**config.mk**
```make
export PLATFORM = sky130hd
export DESIGN_NAME = i2c_eeprom_slave
export DESIGN_NICKNAME = d
export VERILOG_FILES = /design/src/rtl/i2c_ee_pkg.sv /design/src/rtl/i2c_ee_sync.sv /design/src/rtl/i2c_ee_addr.sv /design/src/rtl/i2c_eeprom_slave.sv
export SDC_FILE = /design/constraint.sdc
export NUM_CORES = 1
export LEC_CHECK = 0
export BUFFER_PORTS_ARGS = -buffer_cell sky130_fd_sc_hd__buf_2
export CAP_MARGIN = 20
export CORE_MARGIN = 8
export CORE_UTILIZATION = 55
export CTS_CLUSTER_DIAMETER = 100
export DETAILED_ROUTE_END_ITERATION = 10
export HOLD_SLACK_MARGIN = 0.02
export PLACE_DENSITY = 0.86
export SLEW_MARGIN = 25
export SYNTH_ARGS = -nofsm -noshare
export SYNTH_HDL_FRONTEND = slang
export SYNTH_SLANG_ARGS = --single-unit
```
**constraint.sdc**
```tcl
create_clock -name clk -period 2.48 [get_ports clk]
set_input_delay 0.248 -clock clk [delete_from_list [all_inputs] [get_ports clk]]
set_output_delay 0.248 -clock clk [all_outputs]
set_load 0.01 [all_outputs]
```
**src/rtl/i2c_ee_pkg.sv**
```systemverilog
`timescale 1ns/1ps
package i2c_ee_pkg;

  typedef enum logic [2:0] {
    ST_IDLE   = 3'd0,
    ST_RX     = 3'd1,
    ST_RX_ACK = 3'd2,
    ST_TX     = 3'd3,
    ST_TX_ACK = 3'd4,
    ST_WAIT   = 3'd5
  } ee_state_t;

  typedef enum logic [1:0] {
    K_DEV  = 2'd0,
    K_AHI  = 2'd1,
    K_ALO  = 2'd2,
    K_DATA = 2'd3
  } ee_kind_t;

  function automatic ee_kind_t next_kind(ee_kind_t k);
    case (k)
      K_DEV:   return K_AHI;
      K_AHI:   return K_ALO;
      default: return K_DATA;
    endcase
  endfunction

  function automatic logic addr_match(logic [7:0] b, logic [3:0] prefix,
                                      logic [2:0] strap);
    return b[7:1] == {prefix, strap};
  endfunction

endpackage

```
**src/rtl/i2c_ee_sync.sv**
```systemverilog
`timescale 1ns/1ps
module i2c_ee_sync (
  input  logic clk,
  input  logic rst_n,
  input  logic scl_i,
  input  logic sda_i,
  output logic scl_s,
  output logic sda_s,
  output logic scl_rise,
  output logic scl_fall,
  output logic start_det,
  output logic stop_det
);
  logic [1:0] scl_ff, sda_ff;
  logic       scl_d, sda_d;

  always_ff @(posedge clk or negedge rst_n) begin
    if (!rst_n) begin
      scl_ff <= 2'b11;
      sda_ff <= 2'b11;
      scl_d  <= 1'b1;
      sda_d  <= 1'b1;
    end else begin
      scl_ff <= {scl_ff[0], scl_i};
      sda_ff <= {sda_ff[0], sda_i};
      scl_d  <= scl_ff[1];
      sda_d  <= sda_ff[1];
    end
  end

  assign scl_s     = scl_ff[1];
  assign sda_s     = sda_ff[1];
  assign scl_rise  = scl_s & ~scl_d;
  assign scl_fall  = ~scl_s & scl_d;
  assign start_det = scl_s & scl_d & sda_d & ~sda_s;
  assign stop_det  = scl_s & scl_d & ~sda_d & sda_s;
endmodule

```
**src/rtl/i2c_ee_addr.sv**
```systemverilog
`timescale 1ns/1ps
module i2c_ee_addr #(
  parameter int ADDR_W     = 13,
  parameter int PAGE_BYTES = 32
) (
  input  logic              clk,
  input  logic              rst_n,
  input  logic              ld_hi,
  input  logic              ld_lo,
  input  logic              inc_page,
  input  logic              inc_full,
  input  logic [7:0]        byte_i,
  output logic [ADDR_W-1:0] addr_o
);
  localparam int PB   = $clog2(PAGE_BYTES);
  localparam int HI_W = ADDR_W - 8;
  localparam logic [ADDR_W-1:0] ONE_A = 1;
  localparam logic [PB-1:0]     ONE_P = 1;

  // successor inside the page: only the low page-offset bits advance
  function automatic logic [ADDR_W-1:0] page_next(logic [ADDR_W-1:0] a);
    logic [ADDR_W-1:0] r;
    r = a;
    r[PB-1:0] = a[PB-1:0] + ONE_P;
    return r;
  endfunction

  // successor across the whole memory, wrapping at the top
  function automatic logic [ADDR_W-1:0] mem_next(logic [ADDR_W-1:0] a);
    return a + ONE_A;
  endfunction

  logic [HI_W-1:0]   hi_q;
  logic [ADDR_W-1:0] ptr_q;

  always_ff @(posedge clk or negedge rst_n) begin
    if (!rst_n) begin
      hi_q  <= '0;
      ptr_q <= '0;
    end else begin
      if (ld_hi)    hi_q  <= byte_i[HI_W-1:0];
      if (ld_lo)    ptr_q <= {hi_q, byte_i};
      else if (inc_page) ptr_q <= page_next(ptr_q);
      else if (inc_full) ptr_q <= mem_next(ptr_q);
    end
  end

  assign addr_o = ptr_q;
endmodule

```
**src/rtl/i2c_eeprom_slave.sv**
```systemverilog
`timescale 1ns/1ps
module i2c_eeprom_slave #(
  parameter int         ADDR_W     = 13,
  parameter int         PAGE_BYTES = 32,
  parameter logic [3:0] DEV_PREFIX = 4'b1010
) (
  input  logic              clk,
  input  logic              rst_n,
  input  logic              scl_i,
  input  logic              sda_i,
  output logic              sda_oe_o,
  input  logic [2:0]        strap_i,
  input  logic              wp_i,
  input  logic              wr_busy_i,
  output logic              wr_req_o,
  output logic [ADDR_W-1:0] wr_addr_o,
  output logic [7:0]        wr_data_o,
  output logic              wr_commit_o,
  output logic [ADDR_W-1:0] rd_addr_o,
  input  logic [7:0]        rd_data_i
);
  import i2c_ee_pkg::*;

  localparam logic [3:0] BITS_DONE = 4'd8;

  // bus events
  logic scl_s, sda_s, scl_rise, scl_fall, start_det, stop_det;

  i2c_ee_sync u_sync (
    .clk       (clk),
    .rst_n     (rst_n),
    .scl_i     (scl_i),
    .sda_i     (sda_i),
    .scl_s     (scl_s),
    .sda_s     (sda_s),
    .scl_rise  (scl_rise),
    .scl_fall  (scl_fall),
    .start_det (start_det),
    .stop_det  (stop_det)
  );

  ee_state_t         state_q;
  ee_kind_t          kind_q;
  logic [3:0]        cnt_q;
  logic [7:0]        rx_q;
  logic [7:0]        tx_q;
  logic              rw_q;
  logic              wp_lat_q;
  logic              mack_q;
  logic              pend_q;
  logic              oe_q;
  logic              req_q;
  logic              commit_q;
  logic [ADDR_W-1:0] waddr_q;
  logic [7:0]        wdata_q;
  logic [ADDR_W-1:0] ptr;

  // named internal events
  logic byte_end, rx_ack, data_take, dev_ack_ev, tx_done, ld_hi, ld_lo;

  assign byte_end   = (state_q == ST_RX) && scl_fall && (cnt_q == BITS_DONE)
                      && !start_det && !stop_det;
  assign tx_done    = (state_q == ST_TX) && scl_fall && (cnt_q == BITS_DONE)
                      && !start_det && !stop_det;

  always_comb begin
    case (kind_q)
      K_DEV:   rx_ack = addr_match(rx_q, DEV_PREFIX, strap_i) && !wr_busy_i;
      K_DATA:  rx_ack = !wp_lat_q;
      default: rx_ack = 1'b1;
    endcase
  end

  assign dev_ack_ev = byte_end && (kind_q == K_DEV) && rx_ack;
  assign data_take  = byte_end && (kind_q == K_DATA) && rx_ack;
  assign ld_hi      = byte_end && (kind_q == K_AHI);
  assign ld_lo      = byte_end && (kind_q == K_ALO);

  i2c_ee_addr #(.ADDR_W(ADDR_W), .PAGE_BYTES(PAGE_BYTES)) u_addr (
    .clk      (clk),
    .rst_n    (rst_n),
    .ld_hi    (ld_hi),
    .ld_lo    (ld_lo),
    .inc_page (data_take),
    .inc_full (tx_done),
    .byte_i   (rx_q),
    .addr_o   (ptr)
  );

  always_ff @(posedge clk or negedge rst_n) begin
    if (!rst_n) begin
      state_q  <= ST_IDLE;
      kind_q   <= K_DEV;
      cnt_q    <= '0;
      rx_q     <= '0;
      tx_q     <= '0;
      rw_q     <= 1'b0;
      wp_lat_q <= 1'b0;
      mack_q   <= 1'b0;
      pend_q   <= 1'b0;
      oe_q     <= 1'b0;
      req_q    <= 1'b0;
      commit_q <= 1'b0;
      waddr_q  <= '0;
      wdata_q  <= '0;
    end else begin
      req_q    <= 1'b0;
      commit_q <= 1'b0;
      if (start_det || stop_det) begin
        // any condition aborts; pending write data is still committed
        oe_q     <= 1'b0;
        cnt_q    <= '0;
        kind_q   <= K_DEV;
        wp_lat_q <= 1'b0;
        commit_q <= pend_q;
        pend_q   <= 1'b0;
        state_q  <= start_det ? ST_RX : ST_IDLE;
      end else begin
        case (state_q)
          ST_RX: begin
            if (scl_rise) begin
              rx_q  <= {rx_q[6:0], sda_s};
              cnt_q <= cnt_q + 4'd1;
            end else if (byte_end) begin
              cnt_q <= '0;
              if (kind_q == K_DEV) rw_q <= rx_q[0];
              if (rx_ack) begin
                oe_q    <= 1'b1;
                state_q <= ST_RX_ACK;
              end else begin
                state_q <= ST_WAIT;
              end
              if (data_take) begin
                req_q   <= 1'b1;
                waddr_q <= ptr;
                wdata_q <= rx_q;
                pend_q  <= 1'b1;
              end
            end
          end
          ST_RX_ACK: begin
            if (scl_fall) begin
              cnt_q <= '0;
              if (kind_q == K_ALO) wp_lat_q <= wp_i;
              if (kind_q == K_DEV && rw_q) begin
                state_q <= ST_TX;
                oe_q    <= ~rd_data_i[7];
                tx_q    <= {rd_data_i[6:0], 1'b0};
              end else begin
                oe_q    <= 1'b0;
                state_q <= ST_RX;
                kind_q  <= next_kind(kind_q);
              end
            end
          end
          ST_TX: begin
            if (scl_rise) begin
              cnt_q <= cnt_q + 4'd1;
            end else if (tx_done) begin
              oe_q    <= 1'b0;
              cnt_q   <= '0;
              state_q <= ST_TX_ACK;
            end else if (scl_fall) begin
              oe_q <= ~tx_q[7];
              tx_q <= {tx_q[6:0], 1'b0};
            end
          end
          ST_TX_ACK: begin
            if (scl_rise) begin
              mack_q <= ~sda_s;
            end else if (scl_fall) begin
              if (mack_q) begin
                state_q <= ST_TX;
                oe_q    <= ~rd_data_i[7];
                tx_q    <= {rd_data_i[6:0], 1'b0};
              end else begin
                state_q <= ST_WAIT;
              end
            end
          end
          default: ;
        endcase
      end
    end
  end

  assign sda_oe_o    = oe_q;
  assign wr_req_o    = req_q;
  assign wr_addr_o   = waddr_q;
  assign wr_data_o   = wdata_q;
  assign wr_commit_o = commit_q;
  assign rd_addr_o   = ptr;
endmodule

```
==> impl_metrics.ini, run 1 <==
[status]
status = complete, no violations

[clock_network]
cts_buffer_depth = 2
clock_sinks = 76
cts_hold_buffers = 2
htree_levels = 3
root_buffer = clkbuf_8
cts_resized = 0
cts_tree = done
clk_pin_slew_ns = 0.08
cts_buffers = 9
clock_latency_ns = 0.37
post_cts_buffers = 0

[synth]
syn_nets = 365
synth_most_common_cell = dfrtp_1
yosys_warnings = 0
synth_cell_types = 54
synth_ff_type = dfrtp_1
synth_cells = 340
synth_area_leaders = dfrtp_1, mux2_2, dfstp_2
syn_area_um2 = 3740
yosysTopAreaCellShare = 0.469
ys_async_sr_fraction = 1.00
ys_seq_elements = 76
seq_area_frac_synth = 0.511
synth_top_area_cell = dfrtp_1
synthTopCellsByCount = dfrtp_1, mux2_2, nand2_1, o21ai_0, a21oi_1
synth_edf_count = 0
syn_avg_cell_area_um2 = 11.0

[detailed_routing]
first_pass_iters = 4
wl_per_cell_um = 16.9
drc = 0
ant_nets = 0
wl_mm = 8.31
viasPerCell = 6.06
vias = 2970
drtIter0Drc = 150

[die]
die_area_um2 = 9690
fp-row-count = 30
die_height_um = 98.4
core_area_um2 = 6680
pin_count = 54
die-width_um = 98.4
start_util = 0.559

[sta]
tightest_slew_ns = 0.700
clock_skew_ns = 0.0151
hold_viol_final = 0
slew_viol_final = 0
period_minus_slack_ns = 2.30
fin_crit_sh = 0.927
fin_setup_tns_ns = 0
slew_headroom = 0.530
max_freq_mhz = 435
worst_hold_slack_ns = 0.143
timing.final.ws_setup_ns = 0.181
finalSetupViolCount = 0
rsz0062_at_grt = false

[grt]
gr-usage-all-layers = 0.177
antenna_found_initial = 0
grt_pass1_wl_mm = 13.9
grt_overflow = 0
grt_max_degree = 77
grt_pass1_vias = 2959

[worst_setup_path]
r2r_slack_ns = 0.18
critPathMaxFanout = 17
regToRegEndpoint = u_addr.addr_o[5]
criticalPathCategory = register to register
reg2reg_from = u_sync.scl_d
endpoint_kind = register
rr_worst_depth = 6
critPathLaunch = u_sync.scl_d
crit_end = u_addr.addr_o[5]
cp.required_ns = 2.79
start_kind = register
critPathArrivalTime_ns = 2.61

[place]
portBuffers = 53
gp_congestion = 0.976
place_ws_ns = 0.0261
dp_hpwl_mm = 5.93

[pwr]
p_leak_nw = 2.19
p_per_area_nw_per_um2 = 754
ir_drop_v = 0.000423

[final_layout]
postLayoutCoreUtil = 0.651
diodes = 0
final_nets = 430
area_delta_synth_final_pct = 16.4
drive_above_1_share = 0.315

[flow_run]
max_cap_viol_count = 0

[hold_path]
hold_class = input port to register
## flip-flops by register name (all words and copies together), names as in the netlist, 2 cells and up
| name | count |
|---|---|
| rx_q | 8 |
| state_q | 3 |
| wr_data_o | 8 |
| u_sync.sda_ff | 2 |
| tx_q | 7 |
| wr_addr_o | 13 |
| u_addr.hi_q | 5 |
| u_sync.scl_ff | 2 |
| kind_q | 2 |
| u_addr.addr_o | 13 |
| cnt_q | 4 |
## layout by cell type (no fill, tap or decap), types with 6 or more instances in the layout
| master | Yosys | final |
|---|---|---|
| buf_2 | 0 | 52 |
| ha_1 | 8 | 8 |
| dfstp_2 | 6 | 6 |
| dfrtp_1 | 70 | 70 |
| buf_4 | 0 | 7 |
| clkbuf_8 | 0 | 10 |
| nor2_1 | 17 | 17 |
| a21oi_1 | 20 | 20 |
| inv_1 | 10 | 10 |
| nand3_1 | 10 | 10 |
| nand2_1 | 31 | 31 |
| nor3_1 | 8 | 8 |
| mux2i_1 | 7 | 7 |
| nand2b_1 | 6 | 6 |
| o21ai_0 | 25 | 24 |
| mux2_2 | 35 | 35 |
## critical path, stage by stage, from the launching register on
cell       delay [ns]
dfstp_2          0.61
nand4bb_4        0.16
or2_4            0.28
a211o_4          0.40
or4_1            0.52
a21oi_1          0.15
a221o_2          0.12
## power by group
part / total (mW) / switching, mW / leakage [nW] / internal, mW
combinational: 0.831 / 0.451 / 1.13 / 0.380
clock: 0.837 / 0.447 / 0.0863 / 0.389
sequential: 1.61 / 0.191 / 0.971 / 1.42
## per-stage QoR
stage	instances	area [um^2]	total power, mW
2_1_floorplan	340	3740	2.18
3_5_place_dp	470	4140	2.46
5_1_grt	490	4350	3.45
4_1_cts	488	4330	3.29
6_report	490	4350	3.28
3_3_place_gp	470	4140	2.43
## per-layer routing
metal  track usage  wire length (um)
met1         0.212              3480
met2         0.287              4050
met3        0.0388               542
met4         0.103               232
met5             0                 0
## cells by family (layout without fill, tap and decap cells)
kind of cell,Yosys count,count (layout),share of synthesized area
adders and majority gates,8,8,0.0268
DFF,76,76,0.511
buffers and inverters,21,91,0.0211
and+or+nand+nor,103,103,0.153
AOI/OAI and AO/OA,86,86,0.155
muxes,42,42,0.124
xor gates and xnor gates,4,4,0.00938
## worst min path at each step
stage                                 from                to  slack (ns)  depth (start not counted)
final                         rd_data_i[0]           tx_q[1]        0.14                          3
after global routing          rd_data_i[0]           tx_q[1]        0.19                          3
after CTS                            rst_n      wr_addr_o[6]        0.06                          1
after detailed placement  u_sync.sda_ff[0]  u_sync.sda_ff[1]        0.35                          0
after global placement    u_sync.scl_ff[0]  u_sync.scl_ff[1]        0.35                          0
after floorplan                      rst_n          cnt_q[0]       -0.05                          0
## cell type report
class                           instances  area [um^2]
Timing Repair Buffer                   65          382
Fill cell                             533         2330
Clock buffer                           12          145
Tap cell                               80          100
Inverter                               10         37.5
Sequential cell                        76         1910
Multi-Input combinational cell        243         1750
Clock inverter                          4         26.3
No activity file was read; power rests on OpenSTA's default activity.
==> inputs of run 2 (changes only) <==
- SETUP_SLACK_MARGIN: default -> 0.4
==> run 2 against run 1 <==
Global-route usage up 2.0 points. Core utilization up 7.3 points. Non-clock buffer count up 27. Count of clock-buffer cells in the layout unchanged. Wire length up 21%. Register-to-register slack better by 0.13 ns. Critical path depth unchanged. Sequential power about the same. Critical endpoint is now u_addr.addr_o[6]. Largest power group unchanged.
==> impl_metrics.ini, run 2 (synthesis results as in run 1) <==
[sta]
tightest_slew_ns = 0.540
hold_viol_final = 0
worst_hold_slack_ns = 0.131
max_freq_mhz = 462
slew_headroom = 0.637
clock_skew_ns = 0.0100
rsz0062_at_grt = true
finalSetupViolCount = 0
period_minus_slack_ns = 2.17
fin_setup_tns_ns = 0
slew_viol_final = 0
fin_crit_sh = 0.873

[clock_network]
cts_tree = done
clock_latency_ns = 0.36
root_buffer = clkbuf_8
clock_sinks = 76
htree_levels = 3
clk_pin_slew_ns = 0.08
cts_buffers = 9
cts_buffer_depth = 2

[worst_setup_path]
crit_family = simple AND/OR/NAND/NOR gates
cp.required_ns = 2.79
cp_num_buf_inv = 0
endpoint_kind = register
worstPathCellList = nand4bb_4, or2_4, a211o_4, or4_1, a21oi_1, a221o_2
cpMaxStageDelayCell = dfstp_2
r2r_slack_ns = 0.31
criticalPathCategory = register to register
critPathMaxFanout = 6
critPathArrivalTime_ns = 2.47
start_kind = register
slowest_delay_ns = 0.57

[detailed_routing]
viasPerCell = 6.24
vias = 3233
ant_nets = 0
wl_mm = 10.0
drtIter0Drc = 250
drc = 0
first_pass_iters = 5
wl_per_cell_um = 19.3

[die]
fp-row-count = 30
die-width_um = 98.4
die_area_um2 = 9690
pin_count = 54
start_util = 0.559
die_height_um = 98.4
core_area_um2 = 6680

[grt]
grt_max_degree = 77
grt_pass1_vias = 3162
grt_pass1_wl_mm = 15.5
gr-usage-all-layers = 0.197
grt_overflow = 0
antenna_found_initial = 0

[place]
portBuffers = 53
place_area_um2 = 4140
gp_congestion = 0.958
dp_hpwl_mm = 6.12

[pwr]
switchingPower_mw = 1.18
switching_share = 0.343
intPower_mw = 2.27
p_leak_nw = 2.40
pwr-share-comb = 0.287
total_power_mw = 3.45
p_per_area_nw_per_um2 = 714
ir_drop_v = 0.000469
power.share.sequential = 0.470
p_clk_frac = 0.243

[final_layout]
postLayoutCoreUtil = 0.724
layout_commonest_cell = dfrtp_1
diodes = 0
layout_common_cells = dfrtp_1, buf_2, nand2_1, mux2_2, buf_4
finalInstanceArea_um2 = 4840
area_delta_synth_final_pct = 29.4
drive_above_1_share = 0.420
final_nets = 458

[status]
status = complete, no violations

[hold_path]
hold_class = input port to register

[flow_run]
max_cap_viol_count = 0
run 2: tightest hold or removal path: stages:
cell and delay (ns):
buf_2 0.09, nand2_1 0.04, o21ai_0 0.06
run 2: power by group through the flow:
stage	Combinational [mW]	Clock [mW]	Sequential, mW
final	0.991	0.837	1.62
after global routing	1.09	0.899	1.65
after CTS	0.888	0.852	1.61
after detailed placement	0.838	0	1.64
after global placement	0.805	0	1.63
after floorplan	0.597	0	1.58
run 2: cell type report:
class | count | area (um^2)
clock inverters | 4 | 25.0
flip-flops and latches | 76 | 1910
clock buffers | 12 | 145
well taps | 80 | 100
inverters | 10 | 42.5
repair buffers | 92 | 669
fillers | 455 | 1850
multi-input cells | 244 | 1940
run 2: layer usage:
layer | vias up | part of all wire | GRT usage
met3 | 41 | 0.072 | 0.0521
li1 | 1433 | - | -
met5 | - | 0 | 0
met2 | 171 | 0.49 | 0.324
met4 | 0 | 0.045 | 0.110
met1 | 1588 | 0.39 | 0.228
run 2: what timing repair did:
item	CTS	global route
hold buffers	2	1
setup endpoints to repair	30	46
gates cloned	0	2
setup buffers	16	9
resized for setup	12	41
hold endpoints to repair	2	18
pin swaps	7	12
run 2: per-stage QoR:
stage / instances / setup WS, ns
final: 518 / 0.315
after global routing: 518 / 0.239
after CTS: 505 / 0.351
after detailed placement: 471 / 0.231
after global placement: 471 / 0.208
after floorplan: 340 / 0.400
run 2: final timing paths:
path / startpoint / end / cells past startpoint
max: u_sync.scl_d / u_addr.addr_o[6] / 6
min: rd_data_i[0] / tx_q[1] / 3
max reg2reg: u_sync.scl_d / u_addr.addr_o[6] / 6
min reg2reg: u_sync.scl_ff[0] / u_sync.scl_ff[1] / 0
max in group asynchronous: rst_n / u_sync.sda_d / 3
min in group asynchronous: rst_n / u_addr.addr_o[11] / 2
